[src/rtl/rxerr_pkg.sv]
package rxerr_pkg;
  localparam int unsigned RXERR_NFLAG = 4;
  typedef enum int unsigned {
    FL_PARITY  = 0,
    FL_FRAMING = 1,
    FL_NOISE   = 2,
    FL_OVERRUN = 3
  } rxerr_idx_e;
endpackage

[src/rtl/rxerr_gate.sv]
module rxerr_gate (
  input  logic brk_active,
  input  logic brk_clr_en,
  input  logic stat_rd,
  input  logic data_acc,
  output logic rd_take,
  output logic acc_take
);
  logic clr_allowed;
  // clearing is frozen during break unless explicitly permitted
  assign clr_allowed = !brk_active || brk_clr_en;
  // the access step has priority over a same-cycle read
  assign acc_take = data_acc && clr_allowed;
  assign rd_take  = stat_rd && clr_allowed && !data_acc;
endmodule

[src/rtl/rxerr_bit.sv]
module rxerr_bit (
  input  logic clk,
  input  logic rst_n,
  input  logic ev,
  input  logic rx_en,
  input  logic rd_take,
  input  logic acc_take,
  output logic flag_q
);
  logic arm_q;
  logic set_now;

  assign set_now = ev && rx_en;

  always_ff @(posedge clk or negedge rst_n) begin
    if (!rst_n) begin
      flag_q <= 1'b0;
      arm_q  <= 1'b0;
    end else begin
      // a new event wins over a clear in the same cycle
      if (set_now)
        flag_q <= 1'b1;
      else if (acc_take && arm_q)
        flag_q <= 1'b0;

      if (acc_take)
        arm_q <= 1'b0;
      else if (rd_take)
        arm_q <= flag_q;
    end
  end
endmodule

[src/rtl/rxerr_irq.sv]
module rxerr_irq #(
  parameter int unsigned N = 4
) (
  input  logic [N-1:0] flags,
  input  logic [N-1:0] irq_en,
  output logic         irq
);
  logic [N:0] chain;
  assign chain[0] = 1'b0;
  for (genvar i = 0; i < N; i++) begin : g_or
    assign chain[i+1] = chain[i] | (flags[i] & irq_en[i]);
  end
  assign irq = chain[N];
endmodule

[src/rtl/rxerr_status.sv]
module rxerr_status #(
  parameter int unsigned NFLAG = rxerr_pkg::RXERR_NFLAG
) (
  input  logic             clk,
  input  logic             rst_n,
  input  logic             rx_en,
  input  logic [NFLAG-1:0] err_ev,
  input  logic [NFLAG-1:0] irq_en,
  input  logic             brk_active,
  input  logic             brk_clr_en,
  input  logic             stat_rd,
  input  logic             data_acc,
  output logic [NFLAG-1:0] flags,
  output logic             err_irq
);
  logic rd_take;
  logic acc_take;

  rxerr_gate u_gate (
    .brk_active (brk_active),
    .brk_clr_en (brk_clr_en),
    .stat_rd    (stat_rd),
    .data_acc   (data_acc),
    .rd_take    (rd_take),
    .acc_take   (acc_take)
  );

  for (genvar i = 0; i < NFLAG; i++) begin : g_flag
    rxerr_bit u_bit (
      .clk      (clk),
      .rst_n    (rst_n),
      .ev       (err_ev[i]),
      .rx_en    (rx_en),
      .rd_take  (rd_take),
      .acc_take (acc_take),
      .flag_q   (flags[i])
    );
  end

  rxerr_irq #(.N(NFLAG)) u_irq (
    .flags  (flags),
    .irq_en (irq_en),
    .irq    (err_irq)
  );
endmodule

[config.mk]
export PLATFORM = sky130hd
export DESIGN_NAME = rxerr_status
export DESIGN_NICKNAME = d
export VERILOG_FILES = /design/src/rtl/rxerr_pkg.sv /design/src/rtl/rxerr_gate.sv /design/src/rtl/rxerr_bit.sv /design/src/rtl/rxerr_irq.sv /design/src/rtl/rxerr_status.sv
export SDC_FILE = /design/constraint.sdc
export NUM_CORES = 1
export LEC_CHECK = 0
export ABC_CLOCK_PERIOD_IN_PS = 800
export BUFFER_PORTS_ARGS = -buffer_cell sky130_fd_sc_hd__buf_2
export CAP_MARGIN = 30
export CORE_AREA = 2 2 39 41
export DETAILED_ROUTE_END_ITERATION = 10
export DIE_AREA = 0 0 41 43
export PLACE_DENSITY = 0.71
export SKIP_LAST_GASP = 1
export SYNTH_ARGS = -nofsm -noshare
export SYNTH_HDL_FRONTEND = slang
export SYNTH_SLANG_ARGS = --single-unit
export TNS_END_PERCENT = 50
[constraint.sdc]
create_clock -name clk -period 0.8 [get_ports clk]
set_input_delay 0.04 -clock clk [delete_from_list [all_inputs] [get_ports clk]]
set_output_delay 0.04 -clock clk [all_outputs]
set_load 0.05 [all_outputs]
==> qor.yml, run 1 <==
start_util_pct: 30.29
grt_antenna_before_repair: 0
hold_path_depth: 2
layout_worst_path_cycle_share_pct: 135.0
dp_hpwl_um: 710.2
die_area_sq_mm: 0.001763
synthDistinctLibCells: 12
cts_buffers: 3
dieHeight_um: 43
synth_nets: 55
fill_cells: 138
clockRootBuffer: "clkbuf_4"
final_nets: 79
synth.largest_area_cell: "dfrtp_1"
fin_ws_ps: -280.3
antenna_cells: 0
overflow: 0
cts_sinks: 8
status: "complete, but fails checks"
pre_cts_ws_ps: -53.88
grtUsageTotal_pct: 11.35
grt_max_degree: 10
cts.clk_slew.worst_paths_ps: 60
p_clk_share_pct: 23.8
p_seq_share_pct: 38.1
fin_setup_tns_ps: -1237
finalWirelength_um: 931
drt_iter0_drc: 14
fp.coreArea_sq_mm: 0.001384
vias_per_cell: 4.846
tritoncts: "yes"
peakVddDrop_mv: 0.7456
synth_top_area_share_pct: 47.76
crit_fanout: 2
swShare_pct: 33.64
cp.required_ps: 760
syn_area_per_cell_sq_um: 10.48
synth_seq_cells: 8
r2r_end: "g_flag[2].u_bit.flag_q"
crit_path_start_kind: "register"
syn2layout_area_growth_pct: 46.57
failed_checks: "negative setup slack"
wl_per_cell_um: 11.94
io_buffer_count: 19
p_per_area_mw_per_mm2: 2133
end_kind: "output port"
r2r_cells: 3
hold_violations: 0
grt_pass1_vias: 351
hold_path.class: "input pin to register"
r2r_start: "g_flag[2].u_bit.flag_q"
globalplace.congestion: 0.7862
rows: 14
fp.dieW_um: 41
dr.pass1.iters: 4
fin_worst_skew_ps: 0.1083
seq_area_frac_synth_pct: 47.76
ant_nets: 0
htree_levels: 1
maxClockFrequency_mhz: 925.7
utilization_pct: 44.39
critical_path_class: "register to output port"
clock_path_buffers: 2
hold_end: "g_flag[1].u_bit.flag_q"
vias: 378
drive_above_1_share_pct: 54.84
drv_slew: 0
switchingPower_uw: 440.7
finalSetupViolCount: 10
tightest_slew_ps: 327.1
io_pins: 20
intPower_uw: 869.6
syn_area_sq_um: 419.2
relSlewSlack_pct: 78.20
combPwrFrac_pct: 38.1
synth_area_leaders: "dfrtp_1 48%, o21ai_1 9.6%, a22o_1 8.4%"
syn_inst: 40
r2r_slack_ps: -130
ys_warn_count: 0
hold_start: "err_ev[1]"
maxCapViolations: 0
rsz0062_at_grt: "true"
cp_data_arrival_time_ps: 1040
fin_crit_ps: 1080
clock_latency_ps: 250
grt_first_pass_wirelength_um: 1373
drc: 0
p_leak_uw: 0.0002871
[layer usage]
metal  global-route usage, %  up-vias  share of wire, %
li1                        -      188                 -
met1                   15.23      169                43
met2                   16.88       21                46
met3                   1.571        0                11
met4                   6.000        0                 0
met5                       0        -                 0
[critical path: stages, from the launching register on]
cell and delay, ps:
dfrtp_1 380, a22oi_2 180, nand2_2 70, buf_6 150
[flip-flops by register name (all words and copies together), names as in the netlist]
register / flops
g_flag.u_bit.arm_q: 4
g_flag.u_bit.flag_q: 4
[stage by stage]
step / cells / total power (uW) / area, sq um / hold slack [ps]
after floorplan: 40 / 803.1 / 431.7 / -255.6
after global placement: 73 / 892.8 / 524.3 / -107.8
after detailed placement: 73 / 901.1 / 524.3 / -109.1
after CTS: 77 / 1263 / 581.8 / 13.05
after global routing: 78 / 1382 / 614.3 / 10.07
final: 78 / 1310 / 614.3 / 15.74
[power groups by stage]
stage,logic (uW),clock network (uW),registers (uW)
finish,500,311,499
detailed placement,398,0,503
CTS,445,322,496
global route,535,344,502
global placement,393,0,500
floorplan,295,0,508
[cells in the mapped netlist]
master    number
o21ai_1        8
a22o_1         4
and2b_4        1
dfrtp_1        8
nand3_2        2
a22oi_1        2
nand2b_1       1
nor2_2         1
nand2_1        1
nand3_1        6
buf_4          4
buf_6          2
[cells in the final DEF (no fill, tap or decap)]
| cell type | n |
|---|---|
| nand3_2 | 2 |
| o21ai_1 | 8 |
| nand2_2 | 1 |
| a22o_1 | 4 |
| buf_8 | 3 |
| nand3_1 | 6 |
| buf_4 | 3 |
| buf_2 | 14 |
| dfrtp_1 | 8 |
| dlygate4sd3_1 | 1 |
| buf_6 | 4 |
| a22oi_2 | 2 |
| and2b_4 | 1 |
| clkbuf_4 | 3 |
| nor2_2 | 1 |
| nand2b_1 | 1 |
[worst max-delay path by stage]
stage | from | end | cells past startpoint
floorplan | g_flag[0].u_bit.flag_q | err_irq | 2
global placement | brk_clr_en | g_flag[3].u_bit.flag_q | 4
detailed placement | g_flag[0].u_bit.flag_q | err_irq | 3
CTS | g_flag[0].u_bit.flag_q | err_irq | 3
global route | g_flag[0].u_bit.flag_q | err_irq | 3
finish | g_flag[0].u_bit.flag_q | err_irq | 3
[logic make-up (layout without fill, tap and decap cells)]
| logic type | after synthesis | in the layout | share of synthesized area, % |
|---|---|---|---|
| flip-flops | 8 | 8 | 47.76 |
| AND/OR/NAND/NOR | 12 | 12 | 18.21 |
| buffers and inverters | 6 | 28 | 12.54 |
| AO/OA/AOI/OAI | 14 | 14 | 21.49 |
[cell type report]
class	instances	area [sq um]	share of cell area, %
flip-flops and latches	8	200.2	32.59
repair buffers	25	192.7	31.36
multi-input cells	26	178.9	29.12
clock buffers	3	22.52	3.666
well taps	16	20.02	3.259
[timing repair]
item / CTS / global route
gates resized for setup: 8 / 8
setup buffers: 0 / 1
endpoints found under the setup margin: 9 / 12
cloned: 0 / 0
pin swaps: 0 / 0
hold endpoints to repair: 8 / 0
hold buffers: 1 / 0
(Power assumes the default switching activity.)
==> inputs of run 2 (changes only) <==
==> constraint.sdc (replaced) <==
create_clock -name clk -period 0.8 [get_ports clk]
set_input_delay 0.16 -clock clk [delete_from_list [all_inputs] [get_ports clk]]
set_output_delay 0.16 -clock clk [all_outputs]
set_load 0.05 [all_outputs]
==> qor.yml, run 2 (synthesis results as in run 1) <==
status: "complete, but fails checks"
failed_checks: "negative setup slack"
die_area_sq_mm: 0.001763  # unchanged
finalSetupViolCount: 13  # +3
syn2layout_area_growth_pct: 59.70
clock_latency_ps: 250  # about the same
r2r_start: "g_flag[3].u_bit.flag_q"
grt_max_degree: 10  # unchanged
vias: 390  # +3.2%
fin_setup_tns_ps: -2392  # -1155 ps
io_pins: 20  # unchanged
drv_slew: 0  # unchanged
p_leak_uw: 0.0003191  # +11%
maxCapViolations: 0  # unchanged
dieHeight_um: 43  # unchanged
cp-startpoint: "g_flag[1].u_bit.flag_q"
placed_area_sq_um: 529.3  # +0.95%
tritoncts: "yes"
hold_violations: 0  # unchanged
r2r_slack_ps: -130  # about the same
r2r_cells: 3  # unchanged
fin_crit_ps: 1260  # +179.4 ps
fp.coreArea_sq_mm: 0.001384  # unchanged
cts_buffers: 3  # unchanged
crit_path_start_kind: "register"
r2r_end: "g_flag[3].u_bit.flag_q"
design_area_sq_um: 669.4  # +9.0%
p_per_area_mw_per_mm2: 2073  # -2.8%
reg_top3: "g_flag.u_bit.arm_q x4, g_flag.u_bit.flag_q x4"
drive_above_1_share_pct: 60.00  # +5.2 points
clock_path_buffers: 2  # unchanged
rows: 14  # unchanged
fin_ws_ps: -459.7  # -179.4 ps
dp_hpwl_um: 686.8  # -3.3%
cts_sinks: 8  # unchanged
instances_no_fill: 81  # +3.8%
finalWirelength_um: 977  # +4.9%
fill_cells: 130  # -5.8%
maxClockFrequency_mhz: 793.8  # -14%
peakVddDrop_mv: 0.7286  # -2.3%
fin_worst_skew_ps: 0.1415  # +0.03320 ps
final_cell_mix: "14 x buf_2, 8 x dfrtp_1, 7 x o21ai_1"
globalplace.congestion: 0.8250  # +4.9%
crit_fanout: 2  # unchanged
cts.clk_slew.worst_paths_ps: 50  # about the same
tightest_slew_ps: 338.9  # +11.86 ps
layout.cells.most_common: "buf_2"
cp_data_arrival_time_ps: 1100  # +60 ps
grtUsageTotal_pct: 12.64  # +1.3 points
hold_path.class: "input pin to register"
cp-endpoint: "err_irq"
fp.dieW_um: 41  # unchanged
wl_per_cell_um: 12.06  # +1.1%
grt_first_pass_wirelength_um: 1469  # +7.0%
vias_per_cell: 4.815  # -0.65%
critical_path_class: "register to output port"
io_buffer_count: 19  # unchanged
cp.required_ps: 640  # -120 ps
layout_worst_path_cycle_share_pct: 157.5  # +22 points
clockRootBuffer: "clkbuf_4"
dp_cells: 73  # unchanged
final_nets: 82  # +3.8%
end_kind: "output port"
ant_nets: 0  # unchanged
rsz0062_at_grt: "true"
whs_ps: 129.4  # +113.7 ps
dr.pass1.iters: 2  # -2
htree_levels: 1  # unchanged
grt_pass1_vias: 373  # +6.3%
relSlewSlack_pct: 77.41  # -0.79 points
drc: 0  # unchanged
overflow: 0  # unchanged
start_util_pct: 30.29  # unchanged
grt_antenna_before_repair: 0  # unchanged
antenna_cells: 0  # unchanged
drt_iter0_drc: 3  # -11
totalPowerFinal_uw: 1388  # +5.9%
[run 2: cell count changes in the layout (fill, tap and decap cells not counted), sizes merged]
| cell | before | now |
|---|---|---|
| buf | 24 | 27 |
[run 2: worst min-delay path by stage]
stage	to	cells after the start	start	slack, ps
6_report	g_flag[1].u_bit.flag_q	2	err_ev[1]	130
4_1_cts	g_flag[1].u_bit.flag_q	2	err_ev[1]	130
5_1_grt	g_flag[1].u_bit.flag_q	2	err_ev[1]	120
3_5_place_dp	g_flag[1].u_bit.flag_q	1	rst_n	10
3_3_place_gp	g_flag[1].u_bit.flag_q	1	rst_n	10
2_1_floorplan	g_flag[0].u_bit.arm_q	0	rst_n	-140
[run 2: worst max-delay path: stages (launching register included)]
cell,delay (ps)
dfrtp_1,390
a22oi_2,230
nand2_4,80
buf_8,150
[run 2: layer usage]
layer  vias up  GRT usage [%]  share of wire [%]
li1        192              -                  -
met2        19          18.44                 48
met3         4          3.141                7.7
met5         -              0                  0
met4         0          10.00                2.1
met1       175          14.80                 42
[run 2: power by group]
group	leakage (uW)	internal, uW	switching [uW]
Combinational	0.000213	293	283
Sequential	0.0000920	461	39.8
Clock	0.0000138	172	138
[run 2: cell type report]
cell class	instances	area [sq um]	area share, %
timing repair buffer	28	234.0	34.95
sequential	8	200.2	29.91
multi-input combinational	26	192.7	28.79
clock buffer	3	22.52	3.364
tap	16	20.02	2.991
[run 2: timing repair]
item                       4_1_cts  5_1_grt
resized for setup               13       11
hold buffers                     1        0
gates cloned                     0        0
hold endpoints to repair         8        0
pin swaps                        2        1
buffers inserted                 2        3
setup endpoints to repair        9       12
[run 2: stage by stage]
stage               utilization, %  worst slack, ps
floorplan                        -           -93.77
global placement             38.25           -183.6
detailed placement           38.25           -197.1
CTS                          44.85           -449.8
global route                 48.37           -498.8
finish                       48.37           -459.7
==> inputs of run 3 (changes only) <==
--- a/config.mk
+++ b/config.mk
@@ -11,7 +11,10 @@
 export CORE_AREA = 2 2 39 41
 export DETAILED_ROUTE_END_ITERATION = 10
 export DIE_AREA = 0 0 41 43
+export GPL_TIMING_DRIVEN = 1
 export PLACE_DENSITY = 0.71
+export RECOVER_POWER = 50
+export SETUP_SLACK_MARGIN = 0.15
 export SKIP_LAST_GASP = 1
 export SYNTH_ARGS = -nofsm -noshare
 export SYNTH_HDL_FRONTEND = slang
==> qor.yml, run 3 (synthesis results as in run 1) <==
status: "complete, but fails checks"
failed_checks: "negative setup slack"
maxClockFrequency_mhz: 803.1  # +1.2%
fp.dieW_um: 41  # unchanged
cp.required_ps: 640  # about the same
p_clk_share_pct: 22.7  # +0.4 points
switchingPower_uw: 450.6  # -2.4%
utilization_pct: 47.02  # -1.4 points
grt_antenna_before_repair: 0  # unchanged
maxCapViolations: 0  # unchanged
rows: 14  # unchanged
fin_crit_ps: 1245  # -14.55 ps
fin_worst_skew_ps: 0.1633  # +0.02176 ps
cp_data_arrival_time_ps: 1090  # about the same
wl_per_cell_um: 12.18  # +0.96%
final_nets: 80  # -2.4%
cts.clk_slew.worst_paths_ps: 50  # about the same
p_seq_share_pct: 37.4  # +1.3 points
die_area_sq_mm: 0.001763  # unchanged
layout_worst_path_cycle_share_pct: 155.6  # -1.8 points
drv_slew: 0  # unchanged
finalWirelength_um: 962  # -1.5%
r2r_slack_ps: -150  # -20 ps
fill_cells: 123  # -5.4%
swShare_pct: 33.52  # +0.27 points
globalplace.congestion: 0.6947  # -16%
cts_sinks: 8  # unchanged
final_cell_mix: "13 x buf_2, 8 x o21ai_1, 8 x dfrtp_1"
clock_latency_ps: 250  # about the same
htree_levels: 1  # unchanged
combPwrFrac_pct: 39.9  # -1.7 points
drive_above_1_share_pct: 58.73  # -1.3 points
rsz0062_at_grt: "true"
intPower_uw: 893.6  # -3.5%
p_leak_uw: 0.0003062  # -4.1%
hold_end: "g_flag[1].u_bit.flag_q"
dieHeight_um: 43  # unchanged
end_kind: "output port"
r2r_cells: 3  # unchanged
relSlewSlack_pct: 70.74  # -6.7 points
dr.pass1.iters: 4  # +2
r2r_start: "g_flag[1].u_bit.flag_q"
hold_path.class: "input pin to register"
vias_per_cell: 4.987  # +3.6%
p_per_area_mw_per_mm2: 2066  # -0.34%
finalSetupViolCount: 11  # -2
placed_area_sq_um: 546.8  # +3.3%
cts_buffers: 3  # unchanged
antenna_cells: 0  # unchanged
critical_path_class: "register to output port"
crit_path_start_kind: "register"
clock_path_buffers: 2  # unchanged
tritoncts: "yes"
syn2layout_area_growth_pct: 55.22
crit_fanout: 2  # unchanged
start_util_pct: 30.29  # unchanged
reg_top3: "g_flag.u_bit.arm_q x4, g_flag.u_bit.flag_q x4"
fp.coreArea_sq_mm: 0.001384  # unchanged
peakVddDrop_mv: 0.8197  # +13%
grt_max_degree: 10  # unchanged
io_pins: 20  # unchanged
layout.cells.most_common: "buf_2"
fin_ws_ps: -445.2  # +14.55 ps
design_area_sq_um: 650.6  # -2.8%
hold_violations: 0  # unchanged
hold_path_depth: 2  # unchanged
ant_nets: 0  # unchanged
grt_pass1_vias: 374  # +0.27%
dp_hpwl_um: 721.1  # +5.0%
vias: 394  # +1.0%
hold_start: "err_ev[1]"
grt_first_pass_wirelength_um: 1545  # +5.2%
grtUsageTotal_pct: 13.68  # +1.0 points
io_buffer_count: 19  # unchanged
clockRootBuffer: "clkbuf_4"
r2r_end: "g_flag[1].u_bit.flag_q"
totalPowerFinal_uw: 1344  # -3.1%
drc: 0  # unchanged
drt_iter0_drc: 8  # +5
overflow: 0  # unchanged
tightest_slew_ps: 439.0  # +100.1 ps
## run 3: routing by layer
| layer | vias to the layer above | track usage, % | routed length (um) |
|---|---|---|---|
| met1 | 178 | 17.88 | 379 |
| met3 | 2 | 2.094 | 106 |
| met4 | 0 | 12.00 | 15 |
| met2 | 26 | 18.44 | 461 |
| li1 | 188 | - | - |
| met5 | - | 0 | 0 |
## run 3: worst max-delay path by stage
stage,startpoint,end,slack [ps],depth (start not counted)
6_report,g_flag[1].u_bit.flag_q,err_irq,-450,3
3_5_place_dp,g_flag[0].u_bit.flag_q,err_irq,-210,3
3_3_place_gp,g_flag[0].u_bit.flag_q,err_irq,-180,3
2_1_floorplan,g_flag[0].u_bit.flag_q,err_irq,-90,2
5_1_grt,g_flag[1].u_bit.flag_q,err_irq,-480,3
4_1_cts,g_flag[0].u_bit.flag_q,err_irq,-470,3
## run 3: area by class of cell
cell class                 instances  area [sq um]  area share (%)
clock buffer                       3         22.52           3.462
multi-input combinational         26         201.4           30.96
sequential                         8         200.2           30.77
tap                               16         20.02           3.077
timing repair buffer              26         206.4           31.73
## run 3: power groups by stage
| stage | logic (uW) | clock network [uW] | registers (uW) |
|---|---|---|---|
| after floorplan | 309 | 0 | 510 |
| after global placement | 408 | 0 | 503 |
| after detailed placement | 417 | 0 | 506 |
| after CTS | 517 | 325 | 503 |
| after global routing | 577 | 339 | 509 |
| final | 536 | 306 | 503 |
## run 3: per-stage QoR
step	TNS [ps]	hold WS (ps)	std cells	setup slack (ps)
floorplan	-93.77	-135.6	40	-93.77
global placement	-498.6	8.527	73	-183.4
detailed placement	-601.9	13.90	73	-212.2
CTS	-1756	134.7	77	-472.7
global route	-2421	139.1	79	-484.0
finish	-2034	143.6	79	-445.2
## run 3: worst max-delay path, cell delays in order, from the launching register on
cell and delay (ps):
dfrtp_1 400, a22oi_2 220, nand2_4 70, buf_8 150
## run 3: what timing repair did
item	CTS	global route
endpoints found under the setup margin	13	13
hold buffers	1	0
resized for setup	17	0
pin swaps	2	0
setup buffers	0	2
endpoints found under the hold margin	8	0
